$ cat src/rtl/trig_pkg.sv
package trig_pkg;

   // control register bit positions
   localparam int CFG_RUN_BIT    = 0;
   localparam int CFG_SHOT_BIT   = 1;
   localparam int CFG_ACTLO_BIT  = 12;

   // register addresses; count halves follow the base address in order
   localparam int CFG_ADDR  = 0;
   localparam int CNT_BASE  = 1;

   typedef struct packed {
      logic active_low;
      logic one_shot;
      logic run;
   } trig_cfg_t;

endpackage

$ cat src/rtl/trig_regs.sv
module trig_regs
   import trig_pkg::*;
#(
   parameter int DATA_W = 16,
   parameter int CNT_W  = 32,
   parameter int ADDR_W = 2
) (
   input  logic              clk,
   input  logic              rst_n,
   input  logic              wr_en,
   input  logic [ADDR_W-1:0] wr_addr,
   input  logic [DATA_W-1:0] wr_data,
   input  logic [ADDR_W-1:0] rd_addr,
   output logic [DATA_W-1:0] rd_data,
   input  logic              clr_run,
   output trig_cfg_t         cfg,
   output logic              start,
   output logic [CNT_W-1:0]  period,
   output logic [DATA_W-1:0] comp
);

   localparam int N_HALF    = CNT_W / DATA_W;
   localparam int COMP_ADDR = CNT_BASE + N_HALF;

   logic              run_q, shot_q, actlo_q;
   logic [DATA_W-1:0] cnt_q [N_HALF];
   logic [DATA_W-1:0] comp_q;
   logic              wr_cfg;

   assign wr_cfg = wr_en && (wr_addr == ADDR_W'(CFG_ADDR));
   assign start  = wr_cfg && wr_data[CFG_RUN_BIT] && !run_q;

   always_ff @(posedge clk or negedge rst_n) begin
      if (!rst_n) begin
         run_q   <= 1'b0;
         shot_q  <= 1'b0;
         actlo_q <= 1'b0;
      end else if (wr_cfg) begin
         run_q   <= wr_data[CFG_RUN_BIT];
         shot_q  <= wr_data[CFG_SHOT_BIT];
         actlo_q <= wr_data[CFG_ACTLO_BIT];
      end else if (clr_run) begin
         run_q   <= 1'b0;
      end
   end

   for (genvar h = 0; h < N_HALF; h++) begin : g_half
      always_ff @(posedge clk or negedge rst_n) begin
         if (!rst_n)
            cnt_q[h] <= '0;
         else if (wr_en && (wr_addr == ADDR_W'(CNT_BASE + h)))
            cnt_q[h] <= wr_data;
      end
      assign period[h*DATA_W +: DATA_W] = cnt_q[h];
   end

   always_ff @(posedge clk or negedge rst_n) begin
      if (!rst_n)
         comp_q <= '0;
      else if (wr_en && (wr_addr == ADDR_W'(COMP_ADDR)))
         comp_q <= wr_data;
   end

   always_comb begin
      rd_data = '0;
      if (rd_addr == ADDR_W'(CFG_ADDR)) begin
         rd_data[CFG_RUN_BIT]   = run_q;
         rd_data[CFG_SHOT_BIT]  = shot_q;
         rd_data[CFG_ACTLO_BIT] = actlo_q;
      end
      for (int h = 0; h < N_HALF; h++)
         if (rd_addr == ADDR_W'(CNT_BASE + h))
            rd_data = cnt_q[h];
      if (rd_addr == ADDR_W'(COMP_ADDR))
         rd_data = comp_q;
   end

   assign cfg.run        = run_q;
   assign cfg.one_shot   = shot_q;
   assign cfg.active_low = actlo_q;
   assign comp           = comp_q;

   // single-shot completion must drop the run bit unless software rewrites it
   assert_shot_clears_run_R7: assert property (@(posedge clk) disable iff (!rst_n)
      (clr_run && !wr_cfg) |=> !run_q);

endmodule

$ cat src/rtl/trig_comp.sv
module trig_comp #(
   parameter int DATA_W  = 16,
   parameter int TICK_PS = 8000,
   parameter bit COMP_EN = 1'b1
) (
   input  logic              clk,
   input  logic              rst_n,
   input  logic              start,
   input  logic              advance,
   input  logic [DATA_W-1:0] comp_in,
   output logic              extra
);

   localparam int ACC_W = $clog2(2 * TICK_PS);

   if (COMP_EN) begin : g_comp
      logic [ACC_W-1:0] acc_q;
      logic [ACC_W-1:0] comp_eff;
      logic [ACC_W-1:0] sum;

      always_comb begin
         if (comp_in >= DATA_W'(TICK_PS))
            comp_eff = ACC_W'(TICK_PS - 1);
         else
            comp_eff = ACC_W'(comp_in);
         sum   = (start ? '0 : acc_q) + comp_eff;
         extra = (sum >= ACC_W'(TICK_PS));
      end

      always_ff @(posedge clk or negedge rst_n) begin
         if (!rst_n)
            acc_q <= '0;
         else if (start || advance)
            acc_q <= extra ? (sum - ACC_W'(TICK_PS)) : sum;
      end

      // the remainder kept between periods is always below one tick
      assert_acc_below_tick_R5: assert property (@(posedge clk) disable iff (!rst_n)
         acc_q < ACC_W'(TICK_PS));
   end else begin : g_nocomp
      assign extra = 1'b0;
   end

endmodule

$ cat src/rtl/trig_timer.sv
module trig_timer #(
   parameter int CNT_W = 32
) (
   input  logic             clk,
   input  logic             rst_n,
   input  logic             start,
   input  logic             run,
   input  logic             one_shot,
   input  logic [CNT_W-1:0] period,
   input  logic             extra,
   output logic             advance,
   output logic             clr_run,
   output logic             pulse
);

   localparam int LEN_W = CNT_W + 1;

   logic [LEN_W-1:0] len;
   logic [LEN_W-1:0] rem_q;
   logic             pulse_q;

   always_comb begin
      len = ((period == '0) ? LEN_W'(1) : {1'b0, period}) + LEN_W'(extra);
   end

   assign advance = run && !start && (rem_q == '0);
   assign clr_run = advance && one_shot;

   always_ff @(posedge clk or negedge rst_n) begin
      if (!rst_n) begin
         rem_q   <= '0;
         pulse_q <= 1'b0;
      end else if (start) begin
         rem_q   <= len - LEN_W'(1);
         pulse_q <= 1'b0;
      end else if (!run) begin
         pulse_q <= 1'b0;
      end else if (rem_q == '0) begin
         rem_q   <= len - LEN_W'(1);
         pulse_q <= 1'b1;
      end else begin
         rem_q   <= rem_q - LEN_W'(1);
         pulse_q <= 1'b0;
      end
   end

   assign pulse = pulse_q;

   // a pulse can only follow a cycle in which the generator was running
   assert_pulse_needs_run_R9: assert property (@(posedge clk) disable iff (!rst_n)
      pulse_q |-> $past(run));

   // starting never yields a pulse on the next cycle
   assert_start_quiet_R3: assert property (@(posedge clk) disable iff (!rst_n)
      start |=> !pulse_q);

endmodule

$ cat src/rtl/trig_pulse_gen.sv
module trig_pulse_gen
   import trig_pkg::*;
#(
   parameter int DATA_W  = 16,
   parameter int CNT_W   = 32,
   parameter int ADDR_W  = 2,
   parameter int TICK_PS = 8000,
   parameter bit COMP_EN = 1'b1
) (
   input  logic              clk,
   input  logic              rst_n,
   input  logic              wr_en,
   input  logic [ADDR_W-1:0] wr_addr,
   input  logic [DATA_W-1:0] wr_data,
   input  logic [ADDR_W-1:0] rd_addr,
   output logic [DATA_W-1:0] rd_data,
   output logic              trig_out,
   output logic              trig_event
);

   localparam int N_HALF = CNT_W / DATA_W;

   if (CNT_W % DATA_W != 0) begin : g_bad_split
      $error("CNT_W must be a multiple of DATA_W");
   end
   if (DATA_W <= CFG_ACTLO_BIT) begin : g_bad_data
      $error("DATA_W too narrow for the control bits");
   end
   if ((1 << ADDR_W) < N_HALF + 2) begin : g_bad_addr
      $error("ADDR_W cannot reach every register");
   end
   if (TICK_PS >= (1 << DATA_W)) begin : g_bad_tick
      $error("TICK_PS does not fit in DATA_W");
   end

   trig_cfg_t         cfg;
   logic              start, advance, clr_run, extra, pulse;
   logic [CNT_W-1:0]  period;
   logic [DATA_W-1:0] comp;

   trig_regs #(.DATA_W(DATA_W), .CNT_W(CNT_W), .ADDR_W(ADDR_W)) u_regs (
      .clk     (clk),
      .rst_n   (rst_n),
      .wr_en   (wr_en),
      .wr_addr (wr_addr),
      .wr_data (wr_data),
      .rd_addr (rd_addr),
      .rd_data (rd_data),
      .clr_run (clr_run),
      .cfg     (cfg),
      .start   (start),
      .period  (period),
      .comp    (comp)
   );

   trig_comp #(.DATA_W(DATA_W), .TICK_PS(TICK_PS), .COMP_EN(COMP_EN)) u_comp (
      .clk     (clk),
      .rst_n   (rst_n),
      .start   (start),
      .advance (advance),
      .comp_in (comp),
      .extra   (extra)
   );

   trig_timer #(.CNT_W(CNT_W)) u_timer (
      .clk      (clk),
      .rst_n    (rst_n),
      .start    (start),
      .run      (cfg.run),
      .one_shot (cfg.one_shot),
      .period   (period),
      .extra    (extra),
      .advance  (advance),
      .clr_run  (clr_run),
      .pulse    (pulse)
   );

   assign trig_event = pulse;
   assign trig_out   = pulse ^ cfg.active_low;

endmodule

$ cat config.mk
export PLATFORM = sky130hd
export DESIGN_NAME = trig_pulse_gen
export DESIGN_NICKNAME = d
export VERILOG_FILES = /design/src/rtl/trig_pkg.sv /design/src/rtl/trig_regs.sv /design/src/rtl/trig_comp.sv /design/src/rtl/trig_timer.sv /design/src/rtl/trig_pulse_gen.sv
export SDC_FILE = /design/constraint.sdc
export NUM_CORES = 1
export LEC_CHECK = 0
export BUFFER_PORTS_ARGS = -buffer_cell sky130_fd_sc_hd__clkbuf_2
export CAP_MARGIN = 20
export CORE_UTILIZATION = 55
export CTS_BUF_LIST = sky130_fd_sc_hd__clkbuf_2
export CTS_CLUSTER_SIZE = 24
export DETAILED_ROUTE_END_ITERATION = 16
export PLACE_DENSITY = 0.73
export SYNTH_ARGS = -nofsm -noshare
export SYNTH_HDL_FRONTEND = slang
export SYNTH_SLANG_ARGS = --single-unit
$ cat constraint.sdc
create_clock -name clk -period 16.53 [get_ports clk]
set_clock_uncertainty 0.05 [all_clocks]
set_input_delay 0.8265 -clock clk [delete_from_list [all_inputs] [get_ports clk]]
set_output_delay 0.8265 -clock clk [all_outputs]
set_load 0.01 [all_outputs]
After elaboration in Yosys (flattened, before gate mapping)
Cells that the tools add are included.
{"block": "word_totals", "reg_bits": 99, "output_inout_bits": 18, "wordCells": 58}
{"block": "classes", "add_sub_neg": 5, "n_lt_le_gt_ge": 2, "eq_ne": 6, "muxes": 17, "bitwise": 1, "n_reduce_logical": 18}
{"cell": "$mux 33", "n": 3}
{"cell": "$sub 33x1->33 const B", "n": 2}
{"cell": "$mux 16", "n": 3}
{"cell": "$mux 14", "n": 3}
{"cell": "$add 33x1->33", "n": 1}
{"cell": "$logic_not 33->1", "n": 1}
{"cell": "$logic_not 32->1", "n": 1}
{"cell": "$mux 32", "n": 1}
{"cell": "$ge 16x13->1 const B", "n": 1}
{"cell": "$add 14x14->14", "n": 1}
{"cell": "$ge 14x13->1 const B", "n": 1}
{"cell": "$sub 14x13->14 const B", "n": 1}
{"cell": "$logic_and 1x1->1", "n": 9}
{"cell": "$eq 2x2->1 const B", "n": 4}
{"cell": "$mux 1", "n": 6}
{"cell": "$eq 2x1->1 const B", "n": 2}
{"cell": "$logic_not 2->1", "n": 2}
{"cell": "$reduce_bool 2->1", "n": 2}
{"cell": "$logic_not 1->1", "n": 2}
{"cell": "$mux 2", "n": 1}
{"cell": "$logic_or 1x1->1", "n": 1}
{"cell": "$xor 1x1->1", "n": 1}

Depth between registers and ports, before layout
{"block": "logic_depth", "depth_word": 12, "depth_mapped": 28, "mapped_depth_nobuf": 27}

Cells and area by module
Synthesis repeated with hierarchy kept, for this count alone.
{"block": "hier_totals", "cells_unflattened": 721, "hier_area_um2": 6924.1}
{"mod": "trig_timer", "n_inst": 1, "cells_each": 355, "area_per_inst_um2": 2761.4, "seq_area_each_um2": 850.8}
{"mod": "trig_regs", "n_inst": 1, "cells_each": 149, "area_per_inst_um2": 2463.6, "seq_area_each_um2": 1276.2}
{"mod": "trig_comp", "n_inst": 1, "cells_each": 216, "area_per_inst_um2": 1690.4, "seq_area_each_um2": 350.3}
{"mod": "trig_pulse_gen", "n_inst": 1, "cells_each": 1, "area_per_inst_um2": 8.8, "seq_area_each_um2": 0.0}

Worst setup path after synthesis
OpenSTA, ideal clock, no wires.
{"block": "synth_path", "path_kind": "input port to flip-flop", "start": "in wr_addr[0]", "end": "reg u_timer.rem_q[30]", "setup_time_ns": 0.138, "t_arrival_ns": 6.032, "required_time_ns": 16.342, "path_slack_ns": 10.310, "path_stages": 27, "path_buffers": 1, "cell_sequence": "nand4bb_1 > nor2_1 > clkbuf_1 > nor2b_1 > ha_1 > inv_1 > fa_1 > nor2b_1 > o2111a_1 > or2_2 > xor2_1 > ha_1 > nand4b_1 > o41ai_1 > o21ai_0 > o31ai_1 > inv_1 > ha_1 > ha_1 > or3b_2 > or3_1 > or4_4 > nor2_1 > nand2_1 > nor4_1 > xnor2_1 > o221ai_1"}
{"block": "synth_between", "elab_chain_cells": 12, "word_cells_on_any_way": 13}
{"item": "from (decl)", "line": "trig_pulse_gen.sv:13", "rtl": "input logic [ADDR_W-1:0] wr_addr,"}
{"item": "$logic_not 2->1 (*)", "line": "trig_regs.sv:30", "rtl": "assign wr_cfg = wr_en && (wr_addr == ADDR_W'(CFG_ADDR));"}
{"item": "$logic_and 1x1->1 (*)", "line": "trig_regs.sv:30"}
{"item": "$logic_and 1x1->1 (*) (2 in a row)", "line": "trig_regs.sv:31", "rtl": "assign start = wr_cfg && wr_data[CFG_RUN_BIT] && !run_q;"}
{"item": "$mux 14", "line": "trig_comp.sv:26", "rtl": "sum = (start ? '0 : acc_q) + comp_eff;"}
{"item": "$add 14x14->14", "line": "trig_comp.sv:26"}
{"item": "$ge 14x13->1", "line": "trig_comp.sv:27", "rtl": "extra = (sum >= ACC_W'(TICK_PS));"}
{"item": "$add 33x1->33", "line": "trig_timer.sv:23", "rtl": "len = ((period == '0) ? LEN_W'(1) : {1'b0, period}) + LEN_W'(extra);"}
{"item": "$sub 33x1->33", "line": "trig_timer.sv:34, trig_timer.sv:39"}
{"item": "$mux 33", "line": "trig_timer.sv:38", "rtl": "end else if (rem_q == '0) begin"}
{"item": "$mux 33", "line": "trig_timer.sv:36", "rtl": "end else if (!run) begin"}
{"item": "$mux 33", "line": "trig_timer.sv:33", "rtl": "end else if (start) begin"}
{"item": "to (signal assigned)", "line": "trig_timer.sv:34", "rtl": "rem_q <= len - LEN_W'(1);"}
{"item": "to (signal assigned)", "line": "trig_timer.sv:39", "rtl": "rem_q <= len - LEN_W'(1);"}
{"item": "to (signal assigned)", "line": "trig_timer.sv:42", "rtl": "rem_q <= rem_q - LEN_W'(1);"}
{"item": "to (decl)", "line": "trig_timer.sv:19", "rtl": "logic [LEN_W-1:0] rem_q;"}
Mark *: on every way between the ends. The rest lies on a longest branch, timed or not. The select of a mux whose other input is x is not followed.
A chain may end at the register's enable or synchronous reset.

Worst setup path in the final report
{"block": "layout_path", "start": "reg u_regs.comp_q[13], in the netlist u_regs.comp[13]", "end": "reg u_timer.rem_q[30]"}
{"block": "layout_between", "elab_chain_cells": 9}
{"item": "from (decl)", "line": "trig_regs.sv:27", "rtl": "logic [DATA_W-1:0] comp_q;"}
{"item": "from (signal assigned)", "line": "trig_regs.sv:61", "rtl": "comp_q <= wr_data;"}
{"item": "$ge 16x13->1", "line": "trig_comp.sv:22", "rtl": "if (comp_in >= DATA_W'(TICK_PS))"}
{"item": "$mux 14 (*)", "line": "trig_comp.sv:22"}
{"item": "$add 14x14->14 (*)", "line": "trig_comp.sv:26"}
{"item": "$ge 14x13->1 (*)", "line": "trig_comp.sv:27"}
{"item": "$add 33x1->33 (*)", "line": "trig_timer.sv:23"}
{"item": "$sub 33x1->33 (*)", "line": "trig_timer.sv:34, trig_timer.sv:39"}
{"item": "$mux 33", "line": "trig_timer.sv:38"}
{"item": "$mux 33", "line": "trig_timer.sv:36"}
{"item": "$mux 33 (*)", "line": "trig_timer.sv:33"}
Marks and branches as above.

==> results by group <==
Yosys
  • Cell Area, Synth: 6502 um2
  • Net Count, Synth: 748
  • Post-synthesis register bit count: 99
  • Sequential share of the synthesized area: 38.10%
  • Netlist cell types: 61
  • Yosys Warn Count: 0
  • FFs w/ async S/R, synth: 100.0%
  • EDFF count, synth: 0
  • Synthesized area per cell: 9.210 um2
  • Synth Instances: 706
  • Synth Flop Type: dfrtp_1

Detailed routing
  • WL/cell: 19.06 um
  • DRC errors left: 0
  • Vias/cell: 6.295
  • Routed Wire Length: 16770 um
  • Post-route antenna net violation count: 0
  • Via Count: 5540
  • DRT iter0 DRCs: 458
  • 1st-pass router iterations: 6

Global routing
  • Congestion Overflow GR: 0
  • Number of global-route vias before repair: 5353
  • Initial antenna violation count: 0
  • First-pass GRT wire length: 27760 um
  • GRT Overall Usage: 28.75%
  • Pin count of the biggest net entering global routing: 63

Worst setup path
  • CP max stage delay: 0.57 ns
  • Arr. time, crit path: 7.29 ns
  • Crit-path most repeated cell: ha_1
  • Crit Path Max Fanout: 8
  • Worst Setup Path Type: reg2reg
  • Critical path cell sequence: nor3_1 -> o21ai_0 -> buf_4 -> or2_2 -> ha_1 -> a211oi_1 -> o21ai_0 -> a21oi_1 -> nor2_1 -> a311oi_1 -> o31ai_1 -> inv_1 -> ha_1 -> ha_1 -> or3b_2 -> or3_1 -> or4_4 -> nor2_1 -> nand2_1 -> nor4_1 -> xnor2_1 -> o221ai_1
  • Critical path's slowest cell: a311oi_1
  • WP data required: 16.99 ns
  • CP delay by family, top: simple AND/OR/NAND/NOR gates
  • Startpoint types: flip-flop
  • CP bufs+invs: 2
  • CP Capture Type: flip-flop

Placed design
  • Port bufs: 40
  • Placed cell count: 862
  • Routability Congestion: 0.9282
  • Hpwl dp: 12310 um

Timing
  • RSZ-0062 raised after global routing: no
  • Final Hold Viols: 0
  • Slew @ Worst Pin: 1.018 ns
  • Final period util: 41.33%
  • Slew Limit Headroom: 31.93%
  • Fmax: 146.4 MHz
  • Period minus WS final: 6.832 ns
  • Fin. max-slew vios: 0
  • Final setup vio count: 0
  • Final total negative setup slack: 0 ns

Floorplan
  • FP Rows: 39
  • Die Area: 12260 um2
  • Die width: 110.7 um
  • Area of the core: 11470 um2
  • Initial Utilization: 56.70%
  • Die height: 110.7 um
  • IO Pins: 41

Clock network
  • Clock slew seen by the registers of the worst setup and hold paths: 0.29 ns
  • CTS buffer count: 9
  • CTS tree: done
  • Post-CTS Setup Bufs: 0
  • Post-CTS Resized: 0
  • # hold bufs at CTS: 0
  • CTS root buffer: clkbuf_2
  • Clock Sinks: 99
  • Skew-Pair Late Insertion Delay: 0.65 ns
  • Clock tree buffer depth: 2
  • Htree depth: 3

Min path
  • Hold WC Path Type: in2async

Cells and area
  • FILL cells: 993
  • Antenna fix cells: 0
  • Area of the multi-input gates: 3805 um2
  • Share of layout cells above drive strength 1: 20.90%
  • Final Non-Filler Cells: 880
  • Area grow syn2layout: 5.542%
  • Number of nets in the layout: 774
  • Register area: 2477 um2

Power and ir drop
  • Total power: 0.001045 W
  • Worst vdd ir: 0.00008325 V
  • Leakage power: 2.872 nW
  • PwrDens: 152.2 nW/um2

Job
  • Max-cap check violation count: 0

Run status
  • Status: finished clean
worst reg2reg max path, stage by stage (launching register included):
cell,delay (ns)
dfrtp_1,0.45
nor3_1,0.54
o21ai_0,0.18
buf_4,0.20
or2_2,0.31
ha_1,0.28
a211oi_1,0.34
o21ai_0,0.24
a21oi_1,0.37
nor2_1,0.09
a311oi_1,0.57
o31ai_1,0.34
inv_1,0.18
ha_1,0.17
ha_1,0.18
or3b_2,0.48
or3_1,0.35
or4_4,0.46
nor2_1,0.23
nand2_1,0.15
nor4_1,0.27
xnor2_1,0.17
o221ai_1,0.13
cells by family after synthesis:
logic type | after synthesis | synth area share, %
adder cells (fa/ha/maj) | 19 | 3.771
buffers and inverters | 46 | 3.386
XOR/XNOR | 43 | 5.792
flip-flops | 99 | 38.10
AO/OA/AOI/OAI | 160 | 14.82
multiplexers | 69 | 12.43
AND/OR/NAND/NOR | 270 | 21.70
routing by layer:
layer  wire length [um]  GRT usage, %
met1               7768         39.60
met2               7806         46.09
met4                284         8.889
met3                909         5.358
met5                  0             0
cells in the final DEF, fill, tap and decap left out, types with 3 or more instances in the layout:
master	synthesis	final
nor2_1	56	56
o211ai_1	3	3
o21ai_1	11	11
inv_1	14	14
ha_1	18	18
buf_4	3	7
nor3_1	26	26
nand3b_1	4	4
nand2_1	63	63
or2_2	12	12
or4_4	4	4
a21oi_1	38	38
nand3_1	15	15
xnor2_1	22	22
clkinvlp_4	0	3
a22o_1	19	19
nor2b_1	18	18
xor2_1	21	21
nor4_1	19	19
o21ai_0	57	57
mux2_2	64	64
clkbuf_2	0	48
o22ai_1	9	9
mux4_2	3	3
nand2b_1	11	11
nor3b_1	5	5
or3_1	15	15
dfrtp_1	99	99
a31oi_1	4	4
nand4_1	4	4
synthesized netlist by cell type (all sizes together) (2+ instances only):
cell | number | area (um2)
nand2b | 11 | 68.82
nand3 | 15 | 75.07
a21oi | 38 | 190.2
a221o | 2 | 20.02
dfrtp | 99 | 2477
o21bai | 2 | 15.01
nand4b | 2 | 17.52
nor4 | 19 | 118.9
nor3b | 5 | 37.54
nand3b | 4 | 30.03
a22o | 19 | 166.4
mux2 | 64 | 720.7
nand2 | 65 | 249.0
nor2 | 58 | 222.7
o21ai | 68 | 340.3
xnor2 | 22 | 192.7
xor2 | 21 | 183.9
or3 | 16 | 105.1
or4b | 2 | 20.02
a32o | 2 | 20.02
a31oi | 4 | 25.02
o31ai | 2 | 15.01
or4 | 6 | 60.05
ha | 18 | 225.2
or2 | 13 | 81.33
o22ai | 9 | 56.30
mux2i | 2 | 20.02
inv | 14 | 52.55
buf | 14 | 100.1
o211ai | 3 | 22.52
mux4 | 3 | 67.56
nand4 | 4 | 25.02
nor2b | 18 | 112.6
a211oi | 2 | 15.01
nor3 | 27 | 146.4
or3b | 2 | 17.52
clkbuf | 18 | 67.56
layout make-up:
cell class	count	share of cell area, %
multi-input combinational	561	55.44
sequential	99	36.10
timing repair buffer	47	3.774
clock buffer	9	0.6563
clock inverter	7	0.6563
inverter	14	0.7657
tap	143	2.607
metrics by stage:
stage	instance area [um2]	hold WS, ns	utilization [%]	setup WS (ns)
finish	6863	0.01315	59.85	9.698
global placement	6754	0.3953	58.90	9.288
global route	6863	0.02794	59.85	8.875
floorplan	6502	0.3804	-	10.31
detailed placement	6754	0.4046	58.90	9.003
CTS	6844	0.03465	59.68	9.696
state kept, by name, summed over array words and instances, names as in the netlist:
name and count:
u_comp.g_comp.acc_q 14, u_regs.actlo_q 1, u_regs.comp 16, u_regs.period 32, u_regs.run_q 1, u_regs.shot_q 1, u_timer.pulse 1, u_timer.rem_q 33
worst paths after layout:
kind,from,end,slack [ns],cells past startpoint
min in group clk,wr_data[2],u_regs.comp[2],0.37,2
setup reg to reg,u_regs.comp[13],u_timer.rem_q[30],9.70,22
hold / removal,rst_n,u_comp.g_comp.acc_q[1],0.01,1
hold reg to reg,u_comp.g_comp.acc_q[0],u_comp.g_comp.acc_q[0],0.45,2
max in group asynchronous,rst_n,u_regs.period[7],15.24,2
setup / recovery,u_regs.comp[13],u_timer.rem_q[30],9.70,22
power breakdown:
| group | switching (W) | total (W) | leakage [nW] | internal [W] |
|---|---|---|---|---|
| Clock | 0.0000860 | 0.000105 | 0.0513 | 0.0000188 |
| Sequential | 0.0000825 | 0.000398 | 1.21 | 0.000316 |
| Combinational | 0.000306 | 0.000542 | 1.62 | 0.000236 |
| Total | 0.000474 | 0.00104 | 2.87 | 0.000570 |
Note: power is estimated with default switching activity, not from simulation.
